[src/rtl/rxdec_pkg.sv]
package rxdec_pkg;
   typedef enum logic [1:0] {
      RX_IDLE = 2'd0,
      RX_RUN  = 2'd1,
      RX_TAIL = 2'd2
   } rx_state_e;
endpackage

[src/rtl/rxdec_insel.sv]
module rxdec_insel #(
   parameter int IN_STAGES = 1
) (
   input  logic clk,
   input  logic rst_n,
   input  logic loop_sel,
   input  logic line_rx,
   input  logic loop_tx,
   output logic smp_o,
   output logic smp_d_o
);
   logic                 pick;
   logic [IN_STAGES-1:0] pipe;

   assign pick = loop_sel ? loop_tx : line_rx;

   generate
      if (IN_STAGES == 1) begin : g_one
         always_ff @(posedge clk or negedge rst_n)
            if (!rst_n) pipe <= '1;
            else        pipe <= pick;
      end else begin : g_chain
         always_ff @(posedge clk or negedge rst_n)
            if (!rst_n) pipe <= '1;
            else        pipe <= {pipe[IN_STAGES-2:0], pick};
      end
   endgenerate

   assign smp_o = pipe[IN_STAGES-1];

   always_ff @(posedge clk or negedge rst_n)
      if (!rst_n) smp_d_o <= 1'b1;
      else        smp_d_o <= smp_o;
endmodule

[src/rtl/rxdec_squelch.sv]
module rxdec_squelch #(
   parameter int MIN_PULSE = 3
) (
   input  logic clk,
   input  logic rst_n,
   input  logic smp_i,
   input  logic armed_i,
   output logic qual_o
);
   localparam int LW = $clog2(MIN_PULSE + 1);
   localparam logic [LW-1:0] L_SAT = LW'(MIN_PULSE);
   localparam logic [LW-1:0] L_HIT = LW'(MIN_PULSE - 1);

   logic [LW-1:0] lowcnt;

   always_ff @(posedge clk or negedge rst_n)
      if (!rst_n)              lowcnt <= '0;
      else if (smp_i)          lowcnt <= '0;
      else if (lowcnt != L_SAT) lowcnt <= lowcnt + LW'(1);

   assign qual_o = armed_i && !smp_i && (lowcnt == L_HIT);

   // a qualifying sample always follows at least one earlier low sample
   assert_qual_low_R2: assert property (@(posedge clk) disable iff (!rst_n)
      qual_o |-> (!smp_i && $past(!smp_i)));
endmodule

[src/rtl/rxdec_track.sv]
module rxdec_track
   import rxdec_pkg::*;
#(
   parameter int OVS       = 8,
   parameter int MIN_PULSE = 3,
   parameter int TAIL_BITS = 5
) (
   input  logic clk,
   input  logic rst_n,
   input  logic smp_i,
   input  logic smp_d_i,
   input  logic qual_i,
   output logic idle_o,
   output logic carrier_o,
   output logic rx_clk_o,
   output logic rx_data_o
);
   localparam int HALF = OVS / 2;
   localparam int WIN  = OVS / 4;
   localparam int DROP = OVS + HALF;
   localparam int LAST = DROP + TAIL_BITS * OVS - 1;
   localparam int CW   = $clog2(LAST + 1);
   localparam int PW   = $clog2(OVS);
   localparam logic [CW-1:0] C_START = CW'(MIN_PULSE);
   localparam logic [CW-1:0] C_ONE   = CW'(1);
   localparam logic [CW-1:0] C_SAMP  = CW'(WIN);
   localparam logic [CW-1:0] C_WLO   = CW'(OVS - WIN);
   localparam logic [CW-1:0] C_WHI   = CW'(OVS + WIN);
   localparam logic [CW-1:0] C_DROPM = CW'(DROP - 1);
   localparam logic [CW-1:0] C_LAST  = CW'(LAST);

   rx_state_e     st;
   logic [CW-1:0] cnt;
   logic          edge_seen;
   logic          in_win;

   assign edge_seen = smp_i ^ smp_d_i;
   assign in_win    = (cnt >= C_WLO) && (cnt <= C_WHI);

   always_ff @(posedge clk or negedge rst_n)
      if (!rst_n) begin
         st        <= RX_IDLE;
         cnt       <= '0;
         rx_data_o <= 1'b0;
      end else begin
         case (st)
            RX_IDLE: if (qual_i) begin
               st  <= RX_RUN;
               cnt <= C_START;
            end
            RX_RUN: begin
               if (cnt == C_SAMP) rx_data_o <= smp_i;
               if (edge_seen && in_win) cnt <= C_ONE;
               else if (cnt == C_DROPM) begin
                  st  <= RX_TAIL;
                  cnt <= cnt + CW'(1);
               end else cnt <= cnt + CW'(1);
            end
            RX_TAIL: if (cnt == C_LAST) begin
               st  <= RX_IDLE;
               cnt <= '0;
            end else cnt <= cnt + CW'(1);
            default: st <= RX_IDLE;
         endcase
      end

   assign idle_o    = (st == RX_IDLE);
   assign carrier_o = (st == RX_RUN);
   assign rx_clk_o  = (st != RX_IDLE) && cnt[PW-1];

   // data never changes on a rising recovered-clock edge
   assert_rxd_hold_R5: assert property (@(posedge clk) disable iff (!rst_n)
      $rose(rx_clk_o) |-> $stable(rx_data_o));
   // re-centring only happens on a seen transition
   assert_recentre_R6: assert property (@(posedge clk) disable iff (!rst_n)
      (st == RX_RUN && $past(st) == RX_RUN && cnt == C_ONE) |-> $past(edge_seen));
   // carrier falls only once the gap reached its limit
   assert_drop_gap_R7: assert property (@(posedge clk) disable iff (!rst_n)
      $fell(carrier_o) |-> ($past(cnt) == C_DROPM));
   // the tail never re-enters a frame directly
   assert_tail_quiet_R9: assert property (@(posedge clk) disable iff (!rst_n)
      (st == RX_TAIL) |=> (st != RX_RUN));
endmodule

[src/rtl/rxdec_top.sv]
module rxdec_top #(
   parameter int OVS       = 8,
   parameter int MIN_PULSE = 3,
   parameter int TAIL_BITS = 5,
   parameter int IN_STAGES = 1
) (
   input  logic clk,
   input  logic rst_n,
   input  logic loop_sel,
   input  logic line_rx,
   input  logic loop_tx,
   output logic carrier,
   output logic rx_data,
   output logic rx_clk
);
   generate
      if (OVS < 8 || (OVS & (OVS - 1)) != 0) begin : g_bad_ovs
         $error("OVS must be a power of two of at least 8");
      end
      if (MIN_PULSE < 2 || MIN_PULSE > OVS / 2 - 1) begin : g_bad_pulse
         $error("MIN_PULSE must lie in 2 .. OVS/2-1");
      end
      if (TAIL_BITS < 1) begin : g_bad_tail
         $error("TAIL_BITS must be at least 1");
      end
      if (IN_STAGES < 1) begin : g_bad_stages
         $error("IN_STAGES must be at least 1");
      end
   endgenerate

   logic smp, smp_d, qual, idle;

   rxdec_insel #(.IN_STAGES(IN_STAGES)) u_insel (
      .clk(clk), .rst_n(rst_n), .loop_sel(loop_sel), .line_rx(line_rx),
      .loop_tx(loop_tx), .smp_o(smp), .smp_d_o(smp_d));

   rxdec_squelch #(.MIN_PULSE(MIN_PULSE)) u_sq (
      .clk(clk), .rst_n(rst_n), .smp_i(smp), .armed_i(idle), .qual_o(qual));

   rxdec_track #(.OVS(OVS), .MIN_PULSE(MIN_PULSE), .TAIL_BITS(TAIL_BITS)) u_trk (
      .clk(clk), .rst_n(rst_n), .smp_i(smp), .smp_d_i(smp_d), .qual_i(qual),
      .idle_o(idle), .carrier_o(carrier), .rx_clk_o(rx_clk), .rx_data_o(rx_data));

   // carrier only rises after the squelch qualified a pulse
   assert_crs_qual_R3: assert property (@(posedge clk) disable iff (!rst_n)
      $rose(carrier) |-> $past(qual));
endmodule

[config.mk]
export PLATFORM = sky130hd
export DESIGN_NAME = rxdec_top
export DESIGN_NICKNAME = d
export VERILOG_FILES = /design/src/rtl/rxdec_pkg.sv /design/src/rtl/rxdec_insel.sv /design/src/rtl/rxdec_squelch.sv /design/src/rtl/rxdec_track.sv /design/src/rtl/rxdec_top.sv
export SDC_FILE = /design/constraint.sdc
export NUM_CORES = 1
export LEC_CHECK = 0
export ABC_AREA = 1
export BUFFER_PORTS_ARGS = -buffer_cell sky130_fd_sc_hd__buf_2
export CAP_MARGIN = 20
export CORE_MARGIN = 4
export CORE_UTILIZATION = 55
export DETAILED_ROUTE_END_ITERATION = 6
export HOLD_SLACK_MARGIN = 0.02
export PLACE_DENSITY = 0.85
export SLEW_MARGIN = 20
export SYNTH_ARGS = -nofsm -noshare
export SYNTH_HDL_FRONTEND = slang
export SYNTH_SLANG_ARGS = --single-unit
[constraint.sdc]
create_clock -name clk -period 2.2 [get_ports clk]
set_input_delay 0 -clock clk [delete_from_list [all_inputs] [get_ports clk]]
set_output_delay 0 -clock clk [all_outputs]
set_load 0.02 [all_outputs]
# [Word-level counts from Yosys, hierarchy flattened]
# Index checks and enable logic that the tools add are counted.
[word_totals] inputBits=5 register_bits=13
[op_classes] eq_ne=11 n_addsub=2 n_mux=12 order_cmp=2 bitwise=1 n_reduce_logical=13
[ops] operator="two-way mux 6 bit" count=3
[ops] operator="case mux 6 bit (3 select lines)" count=1
[ops] operator="two-way mux 2 bit" count=6
[ops] operator="adder 6 x 1 -> 6 bit (second input constant)" count=1
[ops] operator="equality test 6 x 2 -> 1 bit (second input constant)" count=1
[ops] operator="equality test 6 x 4 -> 1 bit (second input constant)" count=1
[ops] operator="equality test 6 bit (second input constant)" count=1
[ops] operator=">= comparator 6 x 3 -> 1 bit (second input constant)" count=1
[ops] operator="<= comparator 6 x 4 -> 1 bit (second input constant)" count=1
[ops] operator="inequality test 2 bit (second input constant)" count=3
[ops] operator="case mux 2 bit (3 select lines)" count=1
[ops] operator="logical AND 1 bit" count=5
[ops] operator="equality test 2 bit (second input constant)" count=2
[ops] operator="inequality test 2 x 1 -> 1 bit (second input constant)" count=2
[ops] operator="AND reduction 2 bit" count=2
[ops] operator="AND reduction 4 bit" count=1
[ops] operator="nonzero test 2 bit" count=2
[ops] operator="nonzero test 3 bit" count=1
[ops] operator="adder 2 x 1 -> 2 bit (second input constant)" count=1
[ops] operator="equality test 2 x 1 -> 1 bit (second input constant)" count=1
[ops] operator="zero test 2 bit" count=1
[ops] operator="zero test 1 bit" count=1
[ops] operator="two-way mux 1 bit" count=1
[ops] operator="XOR 1 bit" count=1

# [Logic depth before layout (Yosys ltp)]
# Gate-level depths: netlist of the first run.
[logic_depth] ltp_word=5 mapped_depth=9 ltp_nobuf=9

# [Hierarchy]
# Synthesis of the first run repeated with hierarchy kept, for this count alone.
[unflattened] cells_unflattened=127 area_unflattened_um2=938.4
[by_module_without_submodules] module="rxdec_track" seq_area_each_um2=225.2 cells_per_inst=105 instances=1 area_per_inst_um2=745.7
[by_module_without_submodules] module="rxdec_squelch" seq_area_each_um2=50.0 cells_per_inst=16 instances=1 area_per_inst_um2=125.1
[by_module_without_submodules] module="rxdec_insel" seq_area_each_um2=52.6 cells_per_inst=6 instances=1 area_per_inst_um2=67.6

# [Least setup slack after synthesis of the first run]
# No wires, ideal clock.
[synth_timing] path_kind="register -> register" start="register u_trk.st[1]" end="register u_trk.st[1]" stages_incl_launch_ff=8 slack_ns=0.757 n_path_buf=0 arrival_time_ns=1.323 period_less_slack_ns=1.443 required_time_ns=2.080 setup_time_ns=0.120 cell_sequence="dfrtp_1 > inv_1 > ha_1 > inv_1 > a31oi_1 > nor2_4 > nand2_2 > a21oi_2"
[synth_via] word_cells_on_any_way=11
[synth_lines] item="from (decl)" line_no="rxdec_track.sv:32" source="rx_state_e st;"
[synth_lines] item="from (signal assigned)" line_no="rxdec_track.sv:42" source="st <= RX_IDLE;"
[synth_lines] item="from (signal assigned)" line_no="rxdec_track.sv:48" source="st <= RX_RUN;"
[synth_lines] item="from (signal assigned)" line_no="rxdec_track.sv:55" source="st <= RX_TAIL;"
[synth_lines] item="equality test 2 x 1 -> 1 bit *"
[synth_lines] item="net carrier" line_no="rxdec_top.sv:12" source="output logic carrier,"
[synth_lines] item="inequality test 2 bit (no source line) / inequality test 2 x 1 -> 1 bit (equally long branches)"
[synth_lines] item="AND reduction 4 bit (no source line)"
# Mark *: on every way through the listed nets, which the timed path passes. The rest lies on a longest branch.
# A chain may end at the register's enable or synchronous reset.

# [Worst setup path in the final report of the first run]
[layout_timing] start="register u_trk.st[0]" end="register u_trk.cnt[5]"
[layout_via] elab_chain_cells=5 word_cells_on_any_way=9
[layout_rtl] item="zero test 2 bit" line_no="rxdec_track.sv:46, rxdec_track.sv:67"
[layout_rtl] item="logical AND 1 bit (2 in series)" line_no="rxdec_squelch.sv:21" source="assign qual_o = armed_i && !smp_i && (lowcnt == L_HIT);"
[layout_rtl] item="inequality test 2 bit (no source line)"
[layout_rtl] item="AND reduction 2 bit (no source line)"
[layout_rtl] item="to (signal assigned)" line_no="rxdec_track.sv:56" source="cnt <= cnt + CW'(1);"
[layout_rtl] item="to (signal assigned)" line_no="rxdec_track.sv:57" source="end else cnt <= cnt + CW'(1);"
[layout_rtl] item="to (signal assigned)" line_no="rxdec_track.sv:62" source="end else cnt <= cnt + CW'(1);"
[layout_rtl] item="to (decl)" line_no="rxdec_track.sv:33" source="logic [CW-1:0] cnt;"
# Parallel ways exist; a longest one is shown, timed or not.

==> impl_metrics.prom, run 1 <==
# TYPE chip_impl_metric gauge
chip_impl_metric{name="finalHoldViolations",unit=""} 0
chip_impl_metric{name="detailedPlacementHpwl",unit="mm"} 1.322
chip_impl_info{name="worst_path_dominant_cell_family",value="compound AO/OA/AOI/OAI gates"} 1
chip_impl_info{name="rsz0062_at_grt",value="false"} 1
chip_impl_metric{name="grt.total_usage",unit="%"} 17.39
chip_impl_metric{name="dr_wl_met2",unit="um"} 837
chip_impl_metric{name="seq_area_frac_synth",unit="%"} 36.54
chip_impl_info{name="worst_hold_path_type",value="input port to asynchronous set/reset pin"} 1
chip_impl_metric{name="design.portCount",unit=""} 8
chip_impl_info{name="post_synth_main_area_contributors",value="sky130_fd_sc_hd__dfrtp_1 (31%), sky130_fd_sc_hd__ha_1 (11%), sky130_fd_sc_hd__nand2_1 (8.4%)"} 1
chip_impl_metric{name="critical_path.max_fanout",unit=""} 10
chip_impl_metric{name="power.leakage",unit="nW"} 0.5184
chip_impl_metric{name="first_global_vias",unit=""} 734
chip_impl_metric{name="largest_net_degree_at_the_start_of_global_routing",unit=""} 14
chip_impl_metric{name="route.met3.wl",unit="um"} 117
chip_impl_metric{name="drv_cap",unit=""} 0
chip_impl_metric{name="synth_nets",unit=""} 123
chip_impl_metric{name="routabilityCongestion",unit=""} 0.9006
chip_impl_metric{name="via_per_inst",unit=""} 5.486
chip_impl_metric{name="cp_num_cells",unit=""} 7
chip_impl_metric{name="routed_wl",unit="mm"} 1.778
chip_impl_info{name="yosys.cell_count.top_type",value="sky130_fd_sc_hd__nand2_1"} 1
chip_impl_metric{name="synthCells",unit=""} 110
chip_impl_metric{name="finalWorstPathRequiredPeriod",unit="ns"} 1.561
chip_impl_metric{name="wl_met1",unit="um"} 742
chip_impl_metric{name="wl_per_cell",unit="um"} 12.70
chip_impl_metric{name="setup_viol",unit=""} 0
chip_impl_metric{name="total_power",unit="mW"} 1.350
chip_impl_metric{name="clock_tree.htree_level_count",unit=""} 1
chip_impl_metric{name="ir_drop",unit="uV"} 916.5
chip_impl_metric{name="worst_clock_skew",unit="ns"} 0.006902
chip_impl_metric{name="cts_made_buffers",unit=""} 3
chip_impl_metric{name="p_per_area",unit="nW/um2"} 1337
chip_impl_metric{name="ys_ff_latch",unit=""} 13
chip_impl_metric{name="cts.repair_timing.setup_buffer_count",unit=""} 0
chip_impl_metric{name="drt_iter0_drc",unit=""} 18
chip_impl_info{name="worst-setup-path-type",value="flip-flop to flip-flop"} 1
chip_impl_metric{name="area_inside_the_core_boundary",unit="um2"} 1524
chip_impl_metric{name="number_of_standard_cells_in_the_final_layout_excluding_fillers",unit=""} 140
chip_impl_metric{name="antenna_violating_nets_post_route",unit=""} 0
chip_impl_metric{name="finalNetCount",unit=""} 138
chip_impl_metric{name="syn_area",unit="um2"} 897.1
chip_impl_metric{name="syn_area_per_cell",unit="um2"} 8.156
chip_impl_info{name="critical_path.cell_chain",value="inv_1 -> ha_1 -> a21oi_4 -> nand3_1 -> nand2_1 -> nand3_1 -> a21oi_1"} 1
chip_impl_metric{name="global_route_wire_length_before_repair",unit="mm"} 3.201
chip_impl_metric{name="drc",unit=""} 0
chip_impl_metric{name="count_of_input_and_output_buffers",unit=""} 7
chip_impl_metric{name="fin_util",unit="%"} 66.26
chip_impl_info{name="post_synth_most_frequent_cells",value="sky130_fd_sc_hd__nand2_1 (20), sky130_fd_sc_hd__inv_1 (15), sky130_fd_sc_hd__dfrtp_1 (11)"} 1
chip_impl_metric{name="postCtsResizedCells",unit=""} 0
chip_impl_metric{name="detailed_route_via_count",unit=""} 768
chip_impl_info{name="top_cell_by_count_worst_path",value="sky130_fd_sc_hd__nand3_1"} 1
chip_impl_info{name="worst_setup_path_start_kind",value="flip-flop"} 1
chip_impl_metric{name="effective_utilization_at_floorplan",unit="%"} 58.87
chip_impl_metric{name="finalHoldWorstSlack",unit="ns"} 0.1150
chip_impl_info{name="status",value="completed"} 1
chip_impl_metric{name="rows",unit=""} 14
chip_impl_metric{name="min_period_over_period",unit="%"} 70.95
chip_impl_metric{name="number_of_enable_type_register_cells_in_the_synthesized_netlist",unit=""} 0
chip_impl_info{name="synth-main-ff-cell",value="sky130_fd_sc_hd__dfrtp_1"} 1
chip_impl_metric{name="cp_data_required_time",unit="ns"} 2.41
chip_impl_metric{name="areaGrowthSynthToFinish",unit="%"} 12.55
chip_impl_metric{name="congestion_overflow_gr",unit=""} 0
chip_impl_metric{name="dieArea",unit="um2"} 2341
chip_impl_info{name="max_used_layer",value="met4"} 1
chip_impl_metric{name="cp_data_arrival_time",unit="ns"} 1.77
chip_impl_metric{name="die_y",unit="um"} 48.39
chip_impl_info{name="synthDominantAreaCellType",value="sky130_fd_sc_hd__dfrtp_1"} 1
chip_impl_info{name="ctsRootBufferMaster",value="sky130_fd_sc_hd__clkbuf_4"} 1
chip_impl_metric{name="yosys_warnings",unit=""} 0
chip_impl_metric{name="worst-slew-pin-transition",unit="ns"} 0.3093
chip_impl_metric{name="timing.slew.headroom",unit="%"} 79.29
chip_impl_metric{name="clk_pin_slew_worst_paths",unit="ns"} 0.09
chip_impl_metric{name="asyncSetResetFlopFracSynth",unit="%"} 100.0
chip_impl_metric{name="drt_pre_antenna_iters",unit=""} 4
chip_impl_metric{name="worstSkewPairLatency",unit="ns"} 0.29
chip_impl_metric{name="die_width",unit="um"} 48.39
chip_impl_metric{name="cp_slowest_stage_delay",unit="ns"} 0.41
chip_impl_info{name="tritoncts",value="yes"} 1
chip_impl_metric{name="yosys.area.top_type_share",unit="%"} 30.68
chip_impl_metric{name="worst-r2r-cell-count",unit=""} 7
chip_impl_metric{name="antenna_found_initial",unit=""} 0
chip_impl_metric{name="critical_path.n_buffers_inverters",unit=""} 1
chip_impl_metric{name="clk_path_buf_depth",unit=""} 2
chip_impl_info{name="worst_setup_path_end_kind",value="flip-flop"} 1
chip_impl_metric{name="final_tns_setup",unit="ns"} 0
chip_impl_metric{name="drv_slew",unit=""} 0
chip_impl_info{name="crit_slowest_cell",value="sky130_fd_sc_hd__dfrtp_1"} 1
chip_impl_metric{name="dpl.cell_count",unit=""} 133
chip_impl_metric{name="synthDistinctLibCells",unit=""} 25
chip_impl_metric{name="max_freq",unit="MHz"} 640.7
chip_impl_metric{name="layout-drive-gt1-share",unit="%"} 26.61
chip_impl_metric{name="n_antenna_cell",unit=""} 0
chip_impl_metric{name="clock-sinks",unit=""} 13
## worst paths after layout
path	start	end	slack, ns
min in group clk	u_insel.smp_o	u_insel.smp_d_o	0.39
max reg2reg	u_trk.st[0]	u_trk.cnt[5]	0.64
max in group asynchronous	rst_n	u_insel.smp_o	1.80
max	u_trk.st[0]	u_trk.cnt[5]	0.64
min reg2reg	u_insel.smp_o	u_insel.smp_d_o	0.39
min	rst_n	u_trk.cnt[2]	0.12
## report_power, final
part	internal, mW	switching [mW]	total, mW	leakage (nW)
clock network	0.0677	0.0895	0.157	0.0177
registers	0.317	0.0803	0.397	0.160
logic	0.282	0.514	0.796	0.340
total	0.666	0.684	1.35	0.518
## layout by cell type, fill, tap and decap left out, drive strengths merged
cell type    instances
clkinv               2
dfstp                2
clkbuf               3
nand2               24
mux2                 1
inv                 18
or2                  1
dfrtp               11
nand3               13
o21ai                3
a211oi               1
nand4                2
xor2                 1
buf                  7
a31oi                1
a21oi               10
xnor2                1
ha                   8
dlygate4sd3          3
nor2                12
## area by class of cell
cell class / instances / area (um2)
Fill cell: 129 / 514.2
Multi-Input combinational cell: 78 / 498.0
Sequential cell: 13 / 327.8
Inverter: 19 / 71.32
Timing Repair Buffer: 10 / 65.06
Clock buffer: 3 / 22.52
Tap cell: 16 / 20.02
Clock inverter: 1 / 5.005
## sequential cells by signal, indices dropped and copies added (netlist names)
signal,cells
u_sq.lowcnt,2
u_insel.smp_d_o,1
u_trk.st,2
u_insel.smp_o,1
u_trk.cnt,6
u_trk.rx_data_o,1
## layer usage
layer	vias up	GRT usage (%)
li1	382	-
met1	345	20.47
met2	30	28.48
met3	11	3.988
met4	0	10.14
met5	-	0
## metrics by stage
stage	worst slack (ns)	instance area, um2
6_report	0.6392	1010
4_1_cts	0.6538	1010
5_1_grt	0.5043	1010
3_5_place_dp	0.6814	952.2
3_3_place_gp	0.7237	952.2
2_1_floorplan	0.7573	897.1
## repair_timing
item / CTS / global route
endpoints found under the setup margin: 0 / 0
hold endpoints to repair: 14 / 0
hold buffers: 3 / 0
## cells by family (layout without fill, tap and decap cells)
family	Yosys count	count (layout)	share of synthesized area (%)
multiplexers	1	1	1.255
adder cells (fa/ha/maj)	8	8	11.16
buffers and inverters	19	33	7.949
AO/OA/AOI/OAI	15	15	10.88
AND/OR/NAND/NOR	52	52	30.26
XOR/XNOR	2	2	1.953
flip-flops	13	13	36.54
Power figures use the tool's default switching activity.
==> run 2: changes to the inputs <==
Settings changed: ABC_AREA 1 to 0.
Clock period 2.2 ns to 1.45 ns, I/O delays scaled along.
==> run 2 against run 1 <==
The flow now finishes with violations (negative setup slack); sequential share of layout area decreased by 7.0 points; combinational power increased to 2.8 times the previous value; cell count increased by 4.3%; maximum frequency decreased by 17%; setup slack got worse by 1.1 ns; non-clock buffer count increased by 32; die area decreased by 4.5%; utilization increased by 28 points; design area increased by 29%; hold slack improved by 0.0067 ns; first-iteration DRC count increased to 4.4 times the previous value; critical path type unchanged; critical endpoint is now u_trk.st[0].
==> impl_metrics.prom, run 2 <==
# TYPE chip_impl_metric gauge
chip_impl_info{name="status",value="complete, but fails checks"} 1
chip_impl_info{name="failed_checks",value="negative setup slack"} 1
chip_impl_metric{name="finalNetCount",unit=""} 145
chip_impl_metric{name="power.leakage",unit="nW"} 0.5965
chip_impl_info{name="synthDominantAreaCellType",value="sky130_fd_sc_hd__dfrtp_1"} 1
chip_impl_metric{name="grt_use_met3",unit="%"} 10.34
chip_impl_info{name="rsz0062_at_grt",value="true"} 1
chip_impl_metric{name="die_width",unit="um"} 47.28
chip_impl_metric{name="worstSkewPairLatency",unit="ns"} 0.29
chip_impl_metric{name="ys_ff_latch",unit=""} 13
chip_impl_metric{name="cp_num_cells",unit=""} 8
chip_impl_metric{name="detailedPlacementHpwl",unit="mm"} 1.783
chip_impl_metric{name="area_inside_the_core_boundary",unit="um2"} 1383
chip_impl_metric{name="die_y",unit="um"} 47.28
chip_impl_metric{name="drv_cap",unit=""} 0
chip_impl_metric{name="count_of_input_and_output_buffers",unit=""} 7
chip_impl_metric{name="congestion_overflow_gr",unit=""} 0
chip_impl_info{name="most_crowded_layer_gr",value="met2"} 1
chip_impl_metric{name="max_freq",unit="MHz"} 530.0
chip_impl_metric{name="ir_drop",unit="uV"} 1976
chip_impl_info{name="worst_path_dominant_cell_family",value="flip-flops"} 1
chip_impl_metric{name="rows",unit=""} 13
chip_impl_metric{name="total_power",unit="mW"} 3.091
chip_impl_metric{name="areaGrowthSynthToFinish",unit="%"} 53.54
chip_impl_metric{name="cp_data_required_time",unit="ns"} 1.63
chip_impl_metric{name="via_per_inst",unit=""} 6.740
chip_impl_info{name="worst_hold_path_type",value="input port to asynchronous set/reset pin"} 1
chip_impl_metric{name="syn_area",unit="um2"} 848.3
chip_impl_info{name="synth-main-ff-cell",value="sky130_fd_sc_hd__dfrtp_1"} 1
chip_impl_metric{name="global_route_wire_length_before_repair",unit="mm"} 4.547
chip_impl_info{name="layout_top_registers",value="u_trk.cnt x6, u_sq.lowcnt x2, u_trk.st x2"} 1
chip_impl_metric{name="clock_tree.htree_level_count",unit=""} 1
chip_impl_metric{name="dieArea",unit="um2"} 2235
chip_impl_metric{name="routed_wl",unit="mm"} 3.478
chip_impl_metric{name="cts_made_buffers",unit=""} 3
chip_impl_metric{name="wl_per_cell",unit="um"} 23.82
chip_impl_info{name="final_cell_mix",value="sky130_fd_sc_hd__buf_4 (30), sky130_fd_sc_hd__nand2_1 (9), sky130_fd_sc_hd__dfrtp_1 (8), sky130_fd_sc_hd__o211ai_1 (7), sky130_fd_sc_hd__nor2_1 (7)"} 1
chip_impl_info{name="worst_setup_path_start_kind",value="flip-flop"} 1
chip_impl_metric{name="largest_net_degree_at_the_start_of_global_routing",unit=""} 14
chip_impl_metric{name="grt.met1_usage",unit="%"} 31.06
chip_impl_metric{name="seq_area_frac_synth",unit="%"} 38.64
chip_impl_metric{name="yosys.area.top_type_share",unit="%"} 32.45
chip_impl_metric{name="globalRouteMet2Util",unit="%"} 53.74
chip_impl_metric{name="cp_data_arrival_time",unit="ns"} 2.07
chip_impl_info{name="regMostFlops",value="u_trk.cnt"} 1
chip_impl_metric{name="synth_nets",unit=""} 100
chip_impl_metric{name="design.portCount",unit=""} 8
chip_impl_metric{name="min_period_over_period",unit="%"} 130.1
chip_impl_info{name="ctsRootBufferMaster",value="sky130_fd_sc_hd__clkbuf_4"} 1
chip_impl_metric{name="timing.reg2reg.setup_slack",unit="ns"} -0.44
chip_impl_metric{name="worst-r2r-cell-count",unit=""} 8
chip_impl_info{name="mostFrequentLayoutCell",value="sky130_fd_sc_hd__buf_4"} 1
chip_impl_metric{name="antenna_violating_nets_post_route",unit=""} 0
chip_impl_metric{name="setup_viol",unit=""} 9
chip_impl_metric{name="layout-drive-gt1-share",unit="%"} 51.15
chip_impl_info{name="post_synth_main_area_contributors",value="sky130_fd_sc_hd__dfrtp_1 (32%), sky130_fd_sc_hd__ha_1 (12%), sky130_fd_sc_hd__dfstp_2 (6.2%)"} 1
chip_impl_metric{name="asyncSetResetFlopFracSynth",unit="%"} 100.0
chip_impl_metric{name="routabilityCongestion",unit=""} 0.8703
chip_impl_metric{name="synthCells",unit=""} 87
chip_impl_info{name="worst_setup_path_end_kind",value="flip-flop"} 1
chip_impl_metric{name="clk_pin_slew_worst_paths",unit="ns"} 0.08
chip_impl_metric{name="timing.slew.headroom",unit="%"} 75.79
chip_impl_metric{name="clk_path_buf_depth",unit=""} 2
chip_impl_metric{name="drc",unit=""} 0
chip_impl_metric{name="number_of_standard_cells_in_the_final_layout_excluding_fillers",unit=""} 146
chip_impl_info{name="worst-setup-path-type",value="flip-flop to flip-flop"} 1
chip_impl_metric{name="finalWorstPathRequiredPeriod",unit="ns"} 1.887
chip_impl_metric{name="drt_iter0_drc",unit=""} 79
chip_impl_info{name="tritoncts",value="yes"} 1
chip_impl_info{name="yosys.cell_count.top_type",value="sky130_fd_sc_hd__dfrtp_1"} 1
chip_impl_info{name="crit_slowest_cell",value="sky130_fd_sc_hd__dfrtp_2"} 1
chip_impl_metric{name="drt_pre_antenna_iters",unit=""} 6
chip_impl_metric{name="final_worst_setup_slack",unit="ns"} -0.4367
chip_impl_metric{name="synthDistinctLibCells",unit=""} 32
chip_impl_metric{name="worst-slew-pin-transition",unit="ns"} 0.3631
chip_impl_metric{name="yosys_warnings",unit=""} 0
chip_impl_metric{name="grt.total_usage",unit="%"} 31.46
chip_impl_metric{name="p_per_area",unit="nW/um2"} 2373
chip_impl_metric{name="cp_slowest_stage_delay",unit="ns"} 0.44
chip_impl_metric{name="worst_clock_skew",unit="ns"} 0.001179
chip_impl_metric{name="critical_path.n_buffers_inverters",unit=""} 2
chip_impl_metric{name="critical_path.max_fanout",unit=""} 4
chip_impl_metric{name="number_of_enable_type_register_cells_in_the_synthesized_netlist",unit=""} 0
chip_impl_metric{name="finalHoldViolations",unit=""} 0
chip_impl_metric{name="effective_utilization_at_floorplan",unit="%"} 61.36
chip_impl_metric{name="first_global_vias",unit=""} 988
chip_impl_metric{name="antenna_found_initial",unit=""} 0
chip_impl_info{name="critical_path.cell_chain",value="inv_2 -> ha_4 -> o21ai_4 -> o22ai_2 -> buf_4 -> nand4_1 -> nor3b_4 -> mux2_4"} 1
chip_impl_metric{name="clock-sinks",unit=""} 13
chip_impl_metric{name="largest_register_ffs",unit=""} 6
chip_impl_metric{name="n_antenna_cell",unit=""} 0
chip_impl_metric{name="drv_slew",unit=""} 0
chip_impl_metric{name="syn_area_per_cell",unit="um2"} 9.751
chip_impl_metric{name="dpl.cell_count",unit=""} 132
chip_impl_info{name="post_synth_most_frequent_cells",value="sky130_fd_sc_hd__dfrtp_1 (11), sky130_fd_sc_hd__nand2_1 (9), sky130_fd_sc_hd__nor2_1 (9)"} 1
chip_impl_metric{name="detailed_route_via_count",unit=""} 984
-- run 2: what timing repair did --
action	CTS	global route
hold buffers	3	0
pin swaps	8	11
setup endpoints to repair	8	10
resized for setup	12	17
buffers inserted	5	3
endpoints found under the hold margin	14	0
-- run 2: path summary, 6_finish.rpt --
kind                                from         endpoint
max                         u_trk.cnt[0]      u_trk.st[0]
min                                rst_n     u_trk.cnt[3]
max reg2reg                 u_trk.cnt[0]      u_trk.st[0]
min reg2reg                u_insel.smp_o  u_insel.smp_d_o
max in group asynchronous          rst_n    u_insel.smp_o
min in group clk           u_insel.smp_o  u_insel.smp_d_o
-- run 2: layer usage --
layer / wire (um) / up-vias / share of wire (%)
li1: - / 400 / -
met1: 1154 / 448 / 33
met2: 1630 / 95 / 47
met3: 407 / 41 / 12
met4: 286 / 0 / 8.2
met5: 0 / - / 0
-- run 2: power breakdown --
| part | leakage (nW) | internal [mW] | total (mW) | switching [mW] |
|---|---|---|---|---|
| registers | 0.158 | 0.489 | 0.656 | 0.167 |
| logic | 0.424 | 1.09 | 2.19 | 1.11 |
| clock network | 0.0150 | 0.107 | 0.240 | 0.133 |
-- run 2: worst reg2reg max path, cell delays in order, from the launching register on --
cell and delay, ns:
sky130_fd_sc_hd__dfrtp_2 0.44, sky130_fd_sc_hd__inv_2 0.08, sky130_fd_sc_hd__ha_4 0.17, sky130_fd_sc_hd__o21ai_4 0.13
sky130_fd_sc_hd__o22ai_2 0.10, sky130_fd_sc_hd__buf_4 0.15, sky130_fd_sc_hd__nand4_1 0.11, sky130_fd_sc_hd__nor3b_4 0.26
sky130_fd_sc_hd__mux2_4 0.33
-- run 2: cells by family after synthesis --
| logic type | count (synthesis) | synth area share [%] |
|---|---|---|
| and+or+nand+nor | 30 | 17.84 |
| AOI/OAI and AO/OA | 23 | 21.09 |
| DFF | 13 | 38.64 |
| buffers and inverters | 8 | 4.571 |
| adders and majority gates | 8 | 11.80 |
| muxes | 3 | 3.982 |
| xor gates and xnor gates | 2 | 2.065 |
-- run 2: layout make-up --
class	count	area (um2)
Multi-Input combinational cell	66	584.3
Sequential cell	13	331.6
Timing Repair Buffer	42	319.1
Fill cell	39	80.08
Clock buffer	4	26.28
Inverter	6	22.52
Tap cell	15	18.77
-- run 2: through the flow --
stage | area [um2] | util, % | TNS, ns | setup WS [ns] | hold WS (ns)
finish | 1303 | 94.21 | -2.929 | -0.4367 | 0.1217
CTS | 1220 | 88.24 | -2.207 | -0.3644 | 0.1379
detailed placement | 1079 | 78.01 | -1.981 | -0.3849 | -0.09596
global route | 1303 | 94.21 | -3.559 | -0.6046 | 0.1262
floorplan | 853.3 | - | -0.7247 | -0.3144 | -0.2956
global placement | 1079 | 78.01 | -1.438 | -0.2596 | -0.09999
==> run 3: changes to the inputs <==
Settings changed: REMOVE_ABC_BUFFERS set to 1.
==> run 3 against run 2 <==
The run still ends with negative setup slack left; largest power group unchanged; wire length decreased by 23%; largest cell class unchanged; design area decreased by 3.8%; sequential share of layout area increased by 0.72 points; highest routed layer unchanged; global-route usage decreased by 4.2 points.
==> impl_metrics.prom, run 3 (synthesis results as in run 2) <==
# TYPE chip_impl_metric gauge
chip_impl_metric{name="die_y",unit="um"} 47.28
chip_impl_metric{name="power.switching_fraction",unit="%"} 43.82
chip_impl_metric{name="p_comb_share",unit="%"} 70.8
chip_impl_metric{name="p_per_area",unit="nW/um2"} 2262
chip_impl_metric{name="congestion_overflow_gr",unit=""} 0
chip_impl_info{name="worst_hold_path_type",value="input port to asynchronous set/reset pin"} 1
chip_impl_metric{name="layout-drive-gt1-share",unit="%"} 42.86
chip_impl_metric{name="largest_net_degree_at_the_start_of_global_routing",unit=""} 14
chip_impl_metric{name="cp_slowest_stage_delay",unit="ns"} 0.44
chip_impl_metric{name="area_inside_the_core_boundary",unit="um2"} 1383
chip_impl_metric{name="dpl.cell_count",unit=""} 131
chip_impl_info{name="status",value="complete, but fails checks"} 1
chip_impl_metric{name="setup_viol",unit=""} 9
chip_impl_info{name="worst_setup_path_start_kind",value="flip-flop"} 1
chip_impl_metric{name="clock-sinks",unit=""} 13
chip_impl_metric{name="number_of_standard_cells_in_the_final_layout_excluding_fillers",unit=""} 141
chip_impl_metric{name="timing.slew.headroom",unit="%"} 74.16
chip_impl_info{name="regMostFlops",value="u_trk.cnt"} 1
chip_impl_metric{name="clk_pin_slew_worst_paths",unit="ns"} 0.09
chip_impl_info{name="failed_checks",value="negative setup slack"} 1
chip_impl_metric{name="routabilityCongestion",unit=""} 0.8613
chip_impl_info{name="critical_path.cell_chain",value="ha_4 -> nand2b_4 -> o31a_4 -> a21o_1 -> nor3b_4 -> mux2_4"} 1
chip_impl_metric{name="n_antenna_cell",unit=""} 0
chip_impl_metric{name="clk_path_buf_depth",unit=""} 2
chip_impl_metric{name="total_power",unit="mW"} 2.834
chip_impl_metric{name="first_global_vias",unit=""} 852
chip_impl_metric{name="net_sw_power",unit="mW"} 1.242
chip_impl_metric{name="final_worst_setup_slack",unit="ns"} -0.3540
chip_impl_metric{name="register_area",unit="um2"} 327.8
chip_impl_info{name="ctsRootBufferMaster",value="sky130_fd_sc_hd__clkbuf_4"} 1
chip_impl_metric{name="power.leakage",unit="nW"} 0.5750
chip_impl_metric{name="max_freq",unit="MHz"} 554.3
chip_impl_metric{name="cp_data_required_time",unit="ns"} 1.63
chip_impl_metric{name="grt.total_usage",unit="%"} 27.30
chip_impl_metric{name="die_width",unit="um"} 47.28
chip_impl_metric{name="fillerInstances",unit=""} 59
chip_impl_metric{name="internal_power_summed_over_all_cells",unit="mW"} 1.592
chip_impl_metric{name="drv_cap",unit=""} 0
chip_impl_metric{name="cp_data_arrival_time",unit="ns"} 1.98
chip_impl_info{name="layout_top_registers",value="u_trk.cnt x6, u_sq.lowcnt x2, u_trk.st x2"} 1
chip_impl_metric{name="detailed_route_via_count",unit=""} 880
chip_impl_metric{name="worst-slew-pin-transition",unit="ns"} 0.3876
chip_impl_metric{name="drv_slew",unit=""} 0
chip_impl_metric{name="fin_util",unit="%"} 90.59
chip_impl_metric{name="critical_path.max_fanout",unit=""} 3
chip_impl_metric{name="dieArea",unit="um2"} 2235
chip_impl_metric{name="worstSkewPairLatency",unit="ns"} 0.29
chip_impl_metric{name="design.portCount",unit=""} 8
chip_impl_metric{name="wl_per_cell",unit="um"} 19.01
chip_impl_metric{name="via_per_inst",unit=""} 6.241
chip_impl_metric{name="finalNetCount",unit=""} 140
chip_impl_info{name="tritoncts",value="yes"} 1
chip_impl_metric{name="effective_utilization_at_floorplan",unit="%"} 61.36
chip_impl_metric{name="areaGrowthSynthToFinish",unit="%"} 47.64
chip_impl_metric{name="count_of_input_and_output_buffers",unit=""} 7
chip_impl_info{name="rsz0062_at_grt",value="true"} 1
chip_impl_metric{name="ir_drop",unit="uV"} 1818
chip_impl_metric{name="antenna_found_initial",unit=""} 0
chip_impl_metric{name="largest_register_ffs",unit=""} 6
chip_impl_metric{name="final_tns_setup",unit="ns"} -2.393
chip_impl_metric{name="drc",unit=""} 0
chip_impl_metric{name="multi_input_comb_area",unit="um2"} 571.8
chip_impl_metric{name="routed_wl",unit="mm"} 2.680
chip_impl_metric{name="power.share.clock",unit="%"} 8.3
chip_impl_info{name="crit_slowest_cell",value="sky130_fd_sc_hd__dfrtp_1"} 1
chip_impl_metric{name="global_route_wire_length_before_repair",unit="mm"} 4.084
chip_impl_metric{name="finalWorstPathRequiredPeriod",unit="ns"} 1.804
chip_impl_metric{name="min_period_over_period",unit="%"} 124.4
chip_impl_info{name="worst-setup-path-type",value="flip-flop to flip-flop"} 1
chip_impl_info{name="final_cell_mix",value="sky130_fd_sc_hd__buf_4 (24), sky130_fd_sc_hd__dfrtp_1 (11), sky130_fd_sc_hd__nor2_1 (9), sky130_fd_sc_hd__nand2_1 (9), sky130_fd_sc_hd__o211ai_1 (7)"} 1
chip_impl_metric{name="drt_pre_antenna_iters",unit=""} 4
chip_impl_metric{name="antenna_violating_nets_post_route",unit=""} 0
chip_impl_metric{name="cts_made_buffers",unit=""} 3
chip_impl_info{name="worst_path_dominant_cell_family",value="compound AO/OA/AOI/OAI gates"} 1
chip_impl_metric{name="detailedPlacementHpwl",unit="mm"} 1.596
chip_impl_metric{name="rows",unit=""} 13
chip_impl_info{name="worst_setup_path_end_kind",value="flip-flop"} 1
chip_impl_metric{name="finalHoldViolations",unit=""} 0
chip_impl_metric{name="seq_power_share",unit="%"} 20.9
chip_impl_metric{name="worst_clock_skew",unit="ns"} 0.006015
chip_impl_info{name="mostFrequentLayoutCell",value="sky130_fd_sc_hd__buf_4"} 1
chip_impl_metric{name="drt_iter0_drc",unit=""} 21
chip_impl_metric{name="critical_path.n_buffers_inverters",unit=""} 0
chip_impl_metric{name="clock_tree.htree_level_count",unit=""} 1
## run 3: cell count changes in the layout (fill, tap and decap cells not counted), sizes merged
cell and change:
buf -5
## run 3: path summary, 6_finish.rpt
| kind | from | to | slack (ns) | cells past startpoint |
|---|---|---|---|---|
| max in group asynchronous | rst_n | u_insel.smp_o | 1.02 | 2 |
| worst max register to register | u_trk.cnt[0] | u_trk.st[0] | -0.35 | 6 |
| worst min register to register | u_insel.smp_o | u_insel.smp_d_o | 0.53 | 1 |
| worst max-delay path | u_trk.cnt[0] | u_trk.st[0] | -0.35 | 6 |
| min in group clk | line_rx | u_insel.smp_o | 0.49 | 3 |
| worst min-delay path | rst_n | u_trk.rx_data_o | 0.13 | 2 |
## run 3: repair_timing
item,4_1_cts,5_1_grt
hold endpoints to repair,14,0
pin swaps,13,8
hold buffers,3,0
endpoints found under the setup margin,8,10
setup buffers,17,3
gates resized for setup,16,6
## run 3: cell type report
cell class	instances	share of cell area, %
inverter	6	1.798
clock buffer	4	2.098
tap	15	1.499
timing repair buffer	37	22.78
sequential	13	26.17
multi-input combinational	66	45.65
## run 3: worst register-to-register path, delay by kind of cell (launching register included)
kind / cells / cell delay (ns)
multiplexers: 1 / 0.32
flip-flops: 1 / 0.44
AO/OA/AOI/OAI: 2 / 0.48
AND/OR/NAND/NOR: 2 / 0.28
adder cells (fa/ha/maj): 1 / 0.18
## run 3: power by group through the flow
stage | logic (mW) | registers, mW | clock network, mW
6_report | 2.01 | 0.591 | 0.236
4_1_cts | 1.76 | 0.576 | 0.235
3_3_place_gp | 1.44 | 0.556 | 0
3_5_place_dp | 1.51 | 0.566 | 0
5_1_grt | 2.14 | 0.598 | 0.257
2_1_floorplan | 0.797 | 0.604 | 0
## run 3: metal layers
metal  global-route usage, %  vias to the layer above  routed length [um]
met5                       0                        -                   0
met4                   15.47                        0                 121
met3                   4.215                       13                 146
met2                   48.93                       38                1381
met1                   30.05                      438                1029
li1                        -                      391                   -
## run 3: metrics by stage
stage	area [um2]	hold slack [ns]	setup slack [ns]
6_report	1252	0.1321	-0.3540
5_1_grt	1252	0.1600	-0.3842
4_1_cts	1212	0.1411	-0.3137
3_5_place_dp	1066	-0.08816	-0.4056
3_3_place_gp	1066	-0.09970	-0.3257
2_1_floorplan	832.0	-0.2956	-0.4094
